`config.mk`:
```
export PLATFORM = sky130hd
export DESIGN_NAME = sup_wdt_top
export DESIGN_NICKNAME = d
export VERILOG_FILES = /design/src/rtl/sup_pkg.sv /design/src/rtl/sup_sync2.sv /design/src/rtl/sup_rst_seq.sv /design/src/rtl/sup_wdog.sv /design/src/rtl/sup_wdt_top.sv
export SDC_FILE = /design/constraint.sdc
export NUM_CORES = 1
export LEC_CHECK = 0
export BUFFER_PORTS_ARGS = -buffer_cell sky130_fd_sc_hd__buf_2
export CAP_MARGIN = 20
export CORE_MARGIN = 2
export CORE_UTILIZATION = 56
export DETAILED_ROUTE_END_ITERATION = 7
export PLACE_DENSITY = 0.74
export REMOVE_ABC_BUFFERS = 1
export SYNTH_ARGS = -nofsm -noshare
export SYNTH_HDL_FRONTEND = slang
export SYNTH_SLANG_ARGS = --single-unit
```
`constraint.sdc`:
```
create_clock -name clk -period 2.75 [get_ports clk]
set_clock_uncertainty 0.2 [all_clocks]
set_input_delay 0.4125 -clock clk [delete_from_list [all_inputs] [get_ports clk]]
set_output_delay 0.4125 -clock clk [all_outputs]
set_load 0.005 [all_outputs]
```
`src/rtl/sup_pkg.sv`:
```
package sup_pkg;

    // Width of the window selection code
    localparam int CODE_W      = 2;
    // Table size: every {range, code} pair
    localparam int TMO_ENTRIES = 2 ** (CODE_W + 1);

    typedef enum logic [0:0] {
        WD_RUN  = 1'b0,
        WD_TRIP = 1'b1
    } wd_state_e;

    typedef struct packed {
        logic              ext;
        logic [CODE_W-1:0] code;
    } tmo_cfg_t;

    // Window length for table slot idx = {ext, code}
    function automatic int tmo_cycles(input int base, input int ext_shift, input int idx);
        int sh;
        sh = (idx % (2 ** CODE_W));
        if ((idx / (2 ** CODE_W)) != 0)
            sh = sh + ext_shift;
        return base << sh;
    endfunction

    // Longest window the table can hold
    function automatic int max_tmo(input int base, input int ext_shift);
        return base << ((2 ** CODE_W) - 1 + ext_shift);
    endfunction

    function automatic int max2(input int a, input int b);
        return (a > b) ? a : b;
    endfunction

endpackage

```
`src/rtl/sup_sync2.sv`:
```
module sup_sync2 #(
    parameter logic RST_VAL = 1'b0
) (
    input  logic clk,
    input  logic rst,
    input  logic d,
    output logic q
);
    logic s1;

    always_ff @(posedge clk) begin
        if (rst) begin
            s1 <= RST_VAL;
            q  <= RST_VAL;
        end else begin
            s1 <= d;
            q  <= s1;
        end
    end
endmodule

```
`src/rtl/sup_rst_seq.sv`:
```
module sup_rst_seq #(
    parameter int RST_DLY = 20
) (
    input  logic clk,
    input  logic rst,
    input  logic supply_ok,
    input  logic mr_s,
    output logic rst_n_o
);
    localparam int RW = $clog2(RST_DLY + 1);
    localparam logic [RW-1:0] LAST = RW'(RST_DLY - 1);

    logic [RW-1:0] cnt;
    logic          hold;

    // Any active cause keeps reset asserted and restarts the delay
    assign hold = ~supply_ok | ~mr_s;

    always_ff @(posedge clk) begin
        if (rst) begin
            cnt     <= '0;
            rst_n_o <= 1'b0;
        end else if (hold) begin
            cnt     <= '0;
            rst_n_o <= 1'b0;
        end else if (!rst_n_o) begin
            if (cnt == LAST) begin
                rst_n_o <= 1'b1;
                cnt     <= '0;
            end else begin
                cnt <= cnt + 1'b1;
            end
        end
    end
endmodule

```
`src/rtl/sup_wdog.sv`:
```
module sup_wdog
    import sup_pkg::*;
#(
    parameter int RST_DLY = 20,
    parameter int CW      = 10
) (
    input  logic          clk,
    input  logic          rst,
    input  logic          rst_n_i,
    input  logic          en_i,
    input  logic          kick_s,
    input  logic [CW-1:0] tmo_i,
    output logic          wdo_n_o
);
    localparam logic [CW-1:0] TRIP_LAST = CW'(RST_DLY - 1);

    wd_state_e     state;
    logic [CW-1:0] cnt;
    logic          en_q;
    logic          kick_d;
    logic          kick_fall;
    logic          kick_evt;
    logic          expired;

    assign kick_fall = kick_d & ~kick_s;
    // Kicks count only while both outputs are released and the watchdog is on
    assign kick_evt  = kick_fall & rst_n_i & (state == WD_RUN) & en_q;
    assign expired   = (cnt >= (tmo_i - CW'(1)));
    assign wdo_n_o   = (state != WD_TRIP);

    always_ff @(posedge clk) begin
        if (rst) begin
            en_q   <= 1'b0;
            kick_d <= 1'b0;
        end else begin
            en_q   <= en_i;
            kick_d <= kick_s;
        end
    end

    always_ff @(posedge clk) begin
        if (rst || !rst_n_i) begin
            state <= WD_RUN;
            cnt   <= '0;
        end else begin
            unique case (state)
                WD_RUN: begin
                    if (!en_q || kick_evt) begin
                        cnt <= '0;
                    end else if (expired) begin
                        state <= WD_TRIP;
                        cnt   <= '0;
                    end else begin
                        cnt <= cnt + 1'b1;
                    end
                end
                WD_TRIP: begin
                    if (cnt == TRIP_LAST) begin
                        state <= WD_RUN;
                        cnt   <= '0;
                    end else begin
                        cnt <= cnt + 1'b1;
                    end
                end
                default: begin
                    state <= WD_RUN;
                    cnt   <= '0;
                end
            endcase
        end
    end
endmodule

```
`src/rtl/sup_wdt_top.sv`:
```
module sup_wdt_top
    import sup_pkg::*;
#(
    parameter int RST_DLY_CYC = 20,
    parameter int WD_BASE_CYC = 16,
    parameter int EXT_SHIFT   = 2
) (
    input  logic              clk,
    input  logic              rst,
    input  logic              supply_ok,
    input  logic              mr_n,
    input  logic              kick,
    input  logic              wd_sel,
    input  logic [CODE_W-1:0] tmo_code,
    input  logic              tmo_ext,
    output logic              sys_rst_n,
    output logic              wd_fault_n
);
    localparam int MAX_T = max_tmo(WD_BASE_CYC, EXT_SHIFT);
    localparam int CW    = $clog2(max2(MAX_T, RST_DLY_CYC) + 1);

    logic          mr_s;
    logic          kick_s;
    tmo_cfg_t      cfg;
    logic [CW-1:0] tmo_tab [TMO_ENTRIES];
    logic [CW-1:0] tmo_sel;

    // Manual reset idles high, as with a pull-up
    sup_sync2 #(.RST_VAL(1'b1)) u_mr_sync (
        .clk(clk), .rst(rst), .d(mr_n), .q(mr_s)
    );

    sup_sync2 #(.RST_VAL(1'b0)) u_kick_sync (
        .clk(clk), .rst(rst), .d(kick), .q(kick_s)
    );

    for (genvar gi = 0; gi < TMO_ENTRIES; gi++) begin : g_tmo
        assign tmo_tab[gi] = CW'(tmo_cycles(WD_BASE_CYC, EXT_SHIFT, gi));
    end

    assign cfg.ext  = tmo_ext;
    assign cfg.code = tmo_code;
    assign tmo_sel  = tmo_tab[cfg];

    sup_rst_seq #(.RST_DLY(RST_DLY_CYC)) u_rst_seq (
        .clk(clk), .rst(rst), .supply_ok(supply_ok), .mr_s(mr_s), .rst_n_o(sys_rst_n)
    );

    sup_wdog #(.RST_DLY(RST_DLY_CYC), .CW(CW)) u_wdog (
        .clk(clk), .rst(rst), .rst_n_i(sys_rst_n), .en_i(wd_sel),
        .kick_s(kick_s), .tmo_i(tmo_sel), .wdo_n_o(wd_fault_n)
    );
endmodule

```
After elaboration in Yosys (flattened, before gate mapping)
Memories as Yosys holds them, arrays and structs flattened.
Cells that the tools add are included.
- add/subtract/negate cells: 3
- order comparisons: 2
- eq/ne operators: 2
- muxes and demuxes: 13
- bitwise gates (word level): 10
- reduce and logical (&&, ||, !) cells: 5
- operator list (operator ; number):
    2-to-1 mux 10 bit ; 5
    case mux 10 bit (2 select lines) ; 1
    adder 10 x 1 -> 10 bit, second input constant ; 1
    == test 10 x 5 -> 1 bit, second input constant ; 1
    greater-or-equal comparator 10 bit ; 1
    subtractor 10 x 1 -> 10 bit, second input constant ; 1
    adder 5 x 1 -> 5 bit, second input constant ; 1
    == test 5 bit, second input constant ; 1
    2-to-1 mux 1 bit ; 5
    2-to-1 mux 5 bit ; 1
    AND 1 bit ; 4
    greater-or-equal comparator 4 bit, second input constant ; 1
    inverter 1 bit ; 4
    inverter 3 -> 4 bit ; 1
    zero test 1 bit ; 2
    logical OR 1 bit ; 2
    case mux 1 bit (2 select lines) ; 1
    OR reduction 2 bit ; 1
    OR 1 bit ; 1
- register bits: 23
- bits in read-only memories: 80
- output and inout port bits: 2
- logic and storage cells: 46
- memories: 1
- memory list (memory ; words ; width ; rd ports ; clocked after Yosys merged registers in ; wr ports ; RTL line ; source):
    (name not given) ; 8 ; 10 ; 1 ; 0 ; 0 ; sup_wdt_top.sv:43 ; assign tmo_sel = tmo_tab[cfg];

Logic depth before layout (Yosys ltp)
Gate-level depths: netlist of the first run.
- depth in word-level cells: 9
- mapped depth: 8
- gate-level depth less buffers: 7

Modules after synthesis
From an unflattened synthesis of the first run, not the netlist that was laid out.
- cells, all modules: 151
- area, all modules: 1342.5 sq um
- modules (own cells, without submodules) (module ; times used ; cells each ; area each (sq um) ; sequential area each (sq um)):
    sup_wdog ; 1 ; 105 ; 918.4 ; 260.2
    sup_rst_seq ; 1 ; 29 ; 265.3 ; 120.1
    sup_sync2 ; 2 ; 4 ; 52.6 ; 40.0
    sup_wdt_top ; 1 ; 9 ; 53.8 ; 0.0

Least setup slack after synthesis of the first run
No wires, ideal clock.
- path kind: input -> register
- start point: input port tmo_code[0]
- end point: register u_wdog.cnt[1]
- data arrival time: 1.806 ns
- slack: 0.683 ns
- cell stages on the path: 7
- buffers on the path: 1
- cells stage by stage: nand3_1 > ha_1 > and3_1 > a221o_1 > o32a_1 > buf_6 > nor2b_2
- word-level cells in the longest chain between the ends: 9
- RTL lines (item ; RTL line ; source):
    start: declaration ; sup_wdt_top.sv:14 ; input logic [CODE_W-1:0] tmo_code,
    inverter 3 -> 4 bit (not written as such) ; sup_wdt_top.sv:43 ;
    memory read (8 x 10 bit) ; -- ;
    2-to-1 mux 10 bit (not written as such) (2 in series) ; sup_wdt_top.sv:43 ;
    subtractor 10 x 1 -> 10 bit ; sup_wdog.sv:28 ; assign expired = (cnt >= (tmo_i - CW'(1)));
    greater-or-equal comparator 10 bit ; sup_wdog.sv:28 ;
    2-to-1 mux 10 bit ; sup_wdog.sv:50 ; end else if (expired) begin
    2-to-1 mux 10 bit ; sup_wdog.sv:48 ; if (!en_q || kick_evt) begin
    case mux 10 bit (2 select lines) ; sup_wdog.sv:46 ; unique case (state)
    end signal: assignment ; sup_wdog.sv:54 ; cnt <= cnt + 1'b1;
    end signal: assignment ; sup_wdog.sv:62 ; cnt <= cnt + 1'b1;
    end: declaration ; sup_wdog.sv:18 ; logic [CW-1:0] cnt;
No other way between the ends. The select of a mux whose other input is x is not followed.
A chain may end at the register's enable or synchronous reset.

Final worst setup path of the first run
- start point: register u_wdog.cnt[7]
- end point: register u_wdog.cnt[4]
- word-level cells in the longest chain between the ends: 4
- elaborated cells between the ends (all ways): 6
- classes of those cells: order compare (1); eq/ne (1); mux (4)
- RTL lines (item ; RTL line):
    greater-or-equal comparator 10 bit ; sup_wdog.sv:28
    2-to-1 mux 10 bit ; sup_wdog.sv:50
    2-to-1 mux 10 bit ; sup_wdog.sv:48
    case mux 10 bit (2 select lines) (*) ; sup_wdog.sv:46
Every way passes the cells marked *; elsewhere a longest branch is shown, timed or not.

==> results.txt, run 1 <==
Power consumption -> 0.518 mW
Number of buffers added to fix hold violations after cts -> 0
Global-route track usage on met1 -> 0.231
Highest-utilization routing layer at the global route stage -> met2
Leading cell types in the layout, fill and taps excluded -> sky130_fd_sc_hd__dfxtp_1 (23), sky130_fd_sc_hd__nor2_1 (19), sky130_fd_sc_hd__buf_2 (10)
Count of pins over their slew limit -> 0
Most common cell after layout, fill and taps aside -> sky130_fd_sc_hd__dfxtp_1
CTS tree -> done
Area share of the leading cell type in the synthesized netlist -> 0.438
Post-CTS clock slew at the launch and capture registers of the worst setup and hold paths -> 0.12 ns
Run status -> finished, final reports clean
Dominant cells by area after synthesis -> sky130_fd_sc_hd__dfxtp_1 (44%), sky130_fd_sc_hd__ha_1 (8.3%), sky130_fd_sc_hd__nor2_1 (6.8%), sky130_fd_sc_hd__xnor2_1 (4.2%), sky130_fd_sc_hd__xor2_1 (4.2%)
H-tree level count -> 1
IO Port Bufs -> 10
Type of the tightest min-delay check -> in -> reg
Total clock sinks -> 23
Final critical delay including setup and external delays -> 2.10 ns
Area added between synthesis and finish -> 9.27%
Antenna violations before repair -> 0
NumNets Final -> 144
Grt met2 use -> 0.286
Mean post-synth cell area -> 9.23 µm²
Clock latency at the later pin of the worst-skew pair -> 0.30 ns
Total core area -> 1750 µm²
Ordered cell list for the critical path -> ha_1, and3_1, a221o_1, o32a_1, nor2_1
Fraction of final layout cells sized beyond drive strength 1 -> 0.134
Number of buffers added by the clock tree synthesis step -> 3
Accumulated negative setup slack -> 0 ns
Vias per std cell -> 5.26
Die height -> 47.3 µm
Remaining antenna violation count after routing -> 0
First-iteration detailed-routing DRC count -> 10
Period Utilization, post-route -> 0.763
Crit path capture type -> flip-flop
Reported leakage power -> 0.444 nW
Number of global-route vias before repair -> 700
Total vias in the final route -> 800
Die Footprint -> 2240 µm²
DR pass1 iterations -> 4
Buffers & Inverters on Critical Path -> 0
Post-Syn Area -> 1050 µm²
Arrival time worst endpoint -> 2.15 ns
Seq cells post-synth -> 23
Post-Route WL -> 1730 µm
Buffer depth of the longest clock path -> 2
Horiz. Die Dim -> 47.3 µm
Final GP Congestion -> 0.811
Maximum vdd ir drop -> 344 µV
Hpwl dp -> 1320 µm
Final Hold Fails -> 0
All-layer global routing usage -> 0.174
Starting density of the core -> 0.603
Setup violations, final -> 0
Number of warnings issued by yosys -> 0
Areal power density over the cells -> 451 nW/µm²
Slowest stage cell, crit path -> sky130_fd_sc_hd__dfxtp_1
Final worst hold slack -> 0.0779 ns
Average wire per standard cell -> 11.4 µm
Maximum achievable frequency -> 477 MHz
GR Layer Usage met3 -> 0.0346
Critical Path Max Stage Delay -> 0.45 ns
Number of remaining DRC errors -> 0
Resize count post-CTS -> 0
Combined area of the multi-input logic cells -> 573 µm²
Syn Inst Count -> 114
FF+latch area -> 460 µm²
Top-level port count -> 11
Buffer count from post-CTS setup fixing -> 0
Critical path's top delay family -> compound AO/OA/AOI/OAI gates
Cell at the root of the clock tree -> sky130_fd_sc_hd__clkbuf_4
Unrepaired setup endpoints after global routing -> false
Kind of launch point of the worst setup path -> flip-flop
Worst Setup Path Type -> reg -> reg
Number of distinct library cells after synthesis -> 30
Ant. Diodes -> 0
Number of fillers in the final layout -> 172
Sequential fraction of the synthesis area -> 0.438
First-pass GRT wire length -> 2780 µm
Largest fanout on the critical path -> 10
Data required time at the worst endpoint -> 2.80 ns
Pin count of the biggest net entering global routing -> 14
Gr ovfl total -> 0
Reg-to-reg setup timing slack -> 0.65 ns
Cell type contributing the most total cell area after synthesis -> sky130_fd_sc_hd__dfxtp_1
Site Rows -> 15
Max-cap check violation count -> 0
## synth_stat cells, drive strengths merged
cell	number
nand4	2
inv	2
conb	1
xor2	5
nand2	4
buf	1
a31oi	2
nor2	19
or4b	1
nor3b	2
o32a	1
dfxtp	23
a221o	1
a21o	2
nand3	6
mux2i	2
and3	4
a21oi	3
nor2b	7
o22ai	1
or2	2
nand3b	1
nand2b	2
xnor2	5
o21ai	4
nand4b	1
nor3	2
o41ai	1
ha	7
## area by class of cell
cell class	instances	area share
multi-input combinational	88	0.498
sequential	23	0.400
timing repair buffer	10	0.0435
tap	25	0.0272
clock buffer	3	0.0196
inverter	2	0.00653
clock inverter	1	0.00435
## state kept, by name, indices dropped and copies added, names as in the netlist
register,count
u_kick_sync.q,1
u_kick_sync.s1,1
u_mr_sync.q,1
u_mr_sync.s1,1
u_rst_seq.cnt,5
u_rst_seq.rst_n_o,1
u_wdog.cnt,10
u_wdog.en_q,1
u_wdog.kick_d,1
u_wdog.state,1
## kinds of logic after synthesis
group / Yosys count / synth area share
buffers and inverters: 3 / 0.0178
multiplexers: 2 / 0.0190
AND/OR/NAND/NOR: 53 / 0.263
adder cells (fa/ha/maj): 7 / 0.0832
AO/OA/AOI/OAI: 15 / 0.0927
XOR/XNOR: 10 / 0.0832
flip-flops: 23 / 0.438
other: 1 / 0.00356
## worst paths after layout
check           startpoint       endpoint  cells after the start
min reg2reg   u_mr_sync.s1    u_mr_sync.q                      1
min                   mr_n   u_mr_sync.s1                      2
max reg2reg  u_wdog.cnt[7]  u_wdog.cnt[4]                      5
max          u_wdog.cnt[7]  u_wdog.cnt[4]                      5
## worst reg2reg max path, stage by stage (launching register included)
cell and delay [ns]:
sky130_fd_sc_hd__dfxtp_1 0.45, sky130_fd_sc_hd__ha_1 0.27, sky130_fd_sc_hd__and3_1 0.19, sky130_fd_sc_hd__a221o_1 0.36
sky130_fd_sc_hd__o32a_1 0.43, sky130_fd_sc_hd__nor2_1 0.14
## routing by layer
metal,share of wire,wire length [µm]
met1,0.51,880
met2,0.46,799
met3,0.029,51
met4,0,0
met5,0,0
## where the power goes
group	leakage (nW)	internal (mW)	switching, mW
clock	0.0177	0.0542	0.0971
combinational	0.240	0.0133	0.0130
sequential	0.187	0.338	0.00245
## through the flow
stage                     worst slack (ns)  cells  cell area [µm²]   util
after floorplan                      0.679    113             1040      -
after global placement               0.434    148             1120  0.643
after detailed placement             0.394    148             1120  0.643
after CTS                            0.649    152             1150  0.659
after global routing                 0.564    152             1150  0.659
final                                0.652    152             1150  0.659
No activity file was read; power rests on OpenSTA's default activity.
==> inputs of run 2 (changes only) <==
--- a/config.mk
+++ b/config.mk
@@ -5,12 +5,13 @@
 export SDC_FILE = /design/constraint.sdc
 export NUM_CORES = 1
 export LEC_CHECK = 0
+export ABC_AREA = 1
 export BUFFER_PORTS_ARGS = -buffer_cell sky130_fd_sc_hd__buf_2
 export CAP_MARGIN = 20
 export CORE_MARGIN = 2
-export CORE_UTILIZATION = 56
+export CORE_UTILIZATION = 57
 export DETAILED_ROUTE_END_ITERATION = 7
-export PLACE_DENSITY = 0.74
+export PLACE_DENSITY = 0.75
 export REMOVE_ABC_BUFFERS = 1
 export SYNTH_ARGS = -nofsm -noshare
 export SYNTH_HDL_FRONTEND = slang
==> constraint.sdc (replaced) <==
create_clock -name clk -period 2.2 [get_ports clk]
set_clock_uncertainty 0.2 [all_clocks]
set_input_delay 0.33 -clock clk [delete_from_list [all_inputs] [get_ports clk]]
set_output_delay 0.33 -clock clk [all_outputs]
set_load 0.005 [all_outputs]
==> run 2 against run 1 <==
Compared with the run above: clock power up 26%; highest routed layer is now met4; critical path type unchanged; maximum frequency up 23%; first-iteration DRC count up 40%; hold slack worse by 0.061 ns; critical path depth up 5; via count up 16%.
==> results.txt, run 2 <==
Run status -> finished, final reports clean
Final worst hold slack -> 0.0165 ns
Mean post-synth cell area -> 7.73 µm²
Maximum vdd ir drop -> 398 µV
Source of the worst hold timing path -> wd_sel
Reported leakage power -> 0.573 nW
Vias per std cell -> 4.75
Post-Syn Area -> 1190 µm²
Areal power density over the cells -> 504 nW/µm²
Most common cell after layout, fill and taps aside -> sky130_fd_sc_hd__inv_1
Area of all placed cells without fillers -> 1310 µm²
Final GP Congestion -> 0.789
Final critical delay including setup and external delays -> 1.71 ns
Cell with the most instances after synthesis -> sky130_fd_sc_hd__inv_1
Ant. Diodes -> 0
Max reg flops -> 10
Maximum achievable frequency -> 584 MHz
Pin count of the biggest net entering global routing -> 14
H-tree level count -> 1
Post-Route WL -> 1950 µm
Number of fillers in the final layout -> 181
Power consumption -> 0.661 mW
Accumulated negative setup slack -> 0 ns
All-layer global routing usage -> 0.188
Arrival time worst endpoint -> 1.72 ns
DR pass1 iterations -> 4
Kind of launch point of the worst setup path -> flip-flop
Slowest stage cell, crit path -> sky130_fd_sc_hd__dfxtp_1
Flip-flop cell with the highest count after synthesis -> sky130_fd_sc_hd__dfxtp_1
Clock latency at the later pin of the worst-skew pair -> 0.30 ns
Crit. Startpoint -> u_wdog.cnt[9]
Horiz. Die Dim -> 49.7 µm
Basic-gate share of the synthesized area counting and, or, nand and nor cells -> 0.343
Cell area after placement -> 1270 µm²
Average wire per standard cell -> 9.94 µm
Largest fanout on the critical path -> 10
Site Rows -> 16
Type of the tightest min-delay check -> in -> reg
CTS tree -> done
Arithmetic-cell share of the synthesized area counting full adders, half adders and majority gates -> 0.0736
Buffers & Inverters on Critical Path -> 1
Seq cells post-synth -> 23
Resize count post-CTS -> 0
Count of placed standard cells in the final layout, fillers left out -> 196
Placed Cells -> 191
Total vias in the final route -> 931
Top-level port count -> 11
Compound-cell area share of the yosys netlist -> 0.0526
Top Registers -> u_wdog.cnt (10), u_rst_seq.cnt (5)
Largest family of logic cells by synthesized area -> simple AND/OR/NAND/NOR gates
Total core area -> 1960 µm²
Register ranked first by flip-flop count -> u_wdog.cnt
Period Utilization, post-route -> 0.778
Total clock sinks -> 23
Number of warnings issued by yosys -> 0
Remaining antenna violation count after routing -> 0
Final core utilization -> 0.668
Worst path setup slack after routing -> 0.489 ns
Post-CTS clock slew at the launch and capture registers of the worst setup and hold paths -> 0.12 ns
First-iteration detailed-routing DRC count -> 14
Setup violations, final -> 0
Syn Inst Count -> 154
Critical Path Max Stage Delay -> 0.37 ns
Number of remaining DRC errors -> 0
Asr flop ratio synth -> 0
Leading cell types in the layout, fill and taps excluded -> sky130_fd_sc_hd__inv_1 (26), sky130_fd_sc_hd__nand2_1 (25), sky130_fd_sc_hd__dfxtp_1 (23)
Ordered cell list for the critical path -> ha_1, nand2_1, inv_1, nand2_1, nor2_1, nand2_2, nand4_2, nand2_2, nand2_4, nor2_2
Gr ovfl total -> 0
Post-synthesis xor/xnor area fraction -> 0.0589
Hpwl dp -> 1550 µm
Fraction of final layout cells sized beyond drive strength 1 -> 0.231
Starting density of the core -> 0.607
Startpoint of the lowest-slack register-to-register path -> u_wdog.cnt[9]
Antenna violations before repair -> 0
Buffer depth of the longest clock path -> 2
Worst Setup Path Type -> reg -> reg
Unrepaired setup endpoints after global routing -> false
Max-cap check violation count -> 0
Area share of the leading cell type in the synthesized netlist -> 0.387
First-pass GRT wire length -> 3620 µm
Pre-CTS setup slack -> 0.236 ns
Cell type contributing the most total cell area after synthesis -> sky130_fd_sc_hd__dfxtp_1
Die height -> 49.7 µm
Number of distinct library cells after synthesis -> 26
Mux cell area share after synthesis -> 0
IO Port Bufs -> 10
Area added between synthesis and finish -> 10.2%
Count of pins over their slew limit -> 0
Critical path's top delay family -> simple AND/OR/NAND/NOR gates
Sequential fraction of the synthesis area -> 0.387
Number of buffers added by the clock tree synthesis step -> 3
Die Footprint -> 2470 µm²
NumNets Final -> 186
Number of enable-type register cells in the synthesized netlist -> 0
Dominant cells by area after synthesis -> sky130_fd_sc_hd__dfxtp_1 (39%), sky130_fd_sc_hd__inv_1 (8.2%), sky130_fd_sc_hd__nand2_1 (7.9%), sky130_fd_sc_hd__ha_1 (7.4%), sky130_fd_sc_hd__nor2_2 (6.3%)
Data required time at the worst endpoint -> 2.21 ns
Final Hold Fails -> 0
Crit path capture type -> flip-flop
Number of global-route vias before repair -> 898
Cell at the root of the clock tree -> sky130_fd_sc_hd__clkbuf_4
Post-synth top cells -> sky130_fd_sc_hd__inv_1 (26), sky130_fd_sc_hd__nand2_1 (25), sky130_fd_sc_hd__dfxtp_1 (23)
## run 2: cell count changes after synthesis, sizes merged, moves of 2 or more
cell    previous run  this run
xnor2              5         3
nor2b              7         0
and3               4         1
inv                2        26
nand2              4        30
nand2b             2         0
mux2i              2         0
nand4              2         5
nor3b              2         0
nor2              19        31
## run 2: what timing repair did
action / in CTS / in global routing
hold buffers: 1 / 0
setup buffers: 0 / 0
hold endpoints to repair: 1 / 0
## run 2: path summary, 6_finish.rpt
check,to,slack [ns],cells past startpoint
setup / recovery,u_wdog.cnt[6],0.49,10
hold / removal,u_wdog.en_q,0.02,3
setup reg to reg,u_wdog.cnt[6],0.49,10
hold reg to reg,u_kick_sync.q,0.23,2
## run 2: kinds of logic after synthesis
group / count (synthesis)
compound gates: 10
other cells: 1
fa+ha+maj: 7
simple gates: 79
buf+inv: 26
flops: 23
xor+xnor: 8
## run 2: power breakdown
part	switching [mW]	internal, mW
logic	0.0250	0.0193
clock network	0.123	0.0678
registers	0.00247	0.423
## run 2: per-layer routing
layer / up-vias / share of wire / track usage
met3: 4 / 0.039 / 0.0394
li1: 508 / - / -
met4: 0 / 0.0067 / 0.0556
met2: 23 / 0.43 / 0.307
met1: 396 / 0.52 / 0.250
met5: - / 0 / 0
## run 2: final cells by class
cell class	instances	area, µm²	area share
clock buffers	3	22.5	0.0172
repair buffers	11	60.1	0.0458
clock inverters	1	5.00	0.00382
flip-flops and latches	23	460	0.351
inverters	26	97.6	0.0744
multi-input cells	105	632	0.482
well taps	27	33.8	0.0258
## run 2: worst register-to-register path, cell delays in order (launching register included)
cell and delay [ns]:
sky130_fd_sc_hd__dfxtp_1 0.37, sky130_fd_sc_hd__ha_1 0.31, sky130_fd_sc_hd__nand2_1 0.08, sky130_fd_sc_hd__inv_1 0.06, sky130_fd_sc_hd__nand2_1 0.06, sky130_fd_sc_hd__nor2_1 0.12
sky130_fd_sc_hd__nand2_2 0.07, sky130_fd_sc_hd__nand4_2 0.08, sky130_fd_sc_hd__nand2_2 0.06, sky130_fd_sc_hd__nand2_4 0.16, sky130_fd_sc_hd__nor2_2 0.05
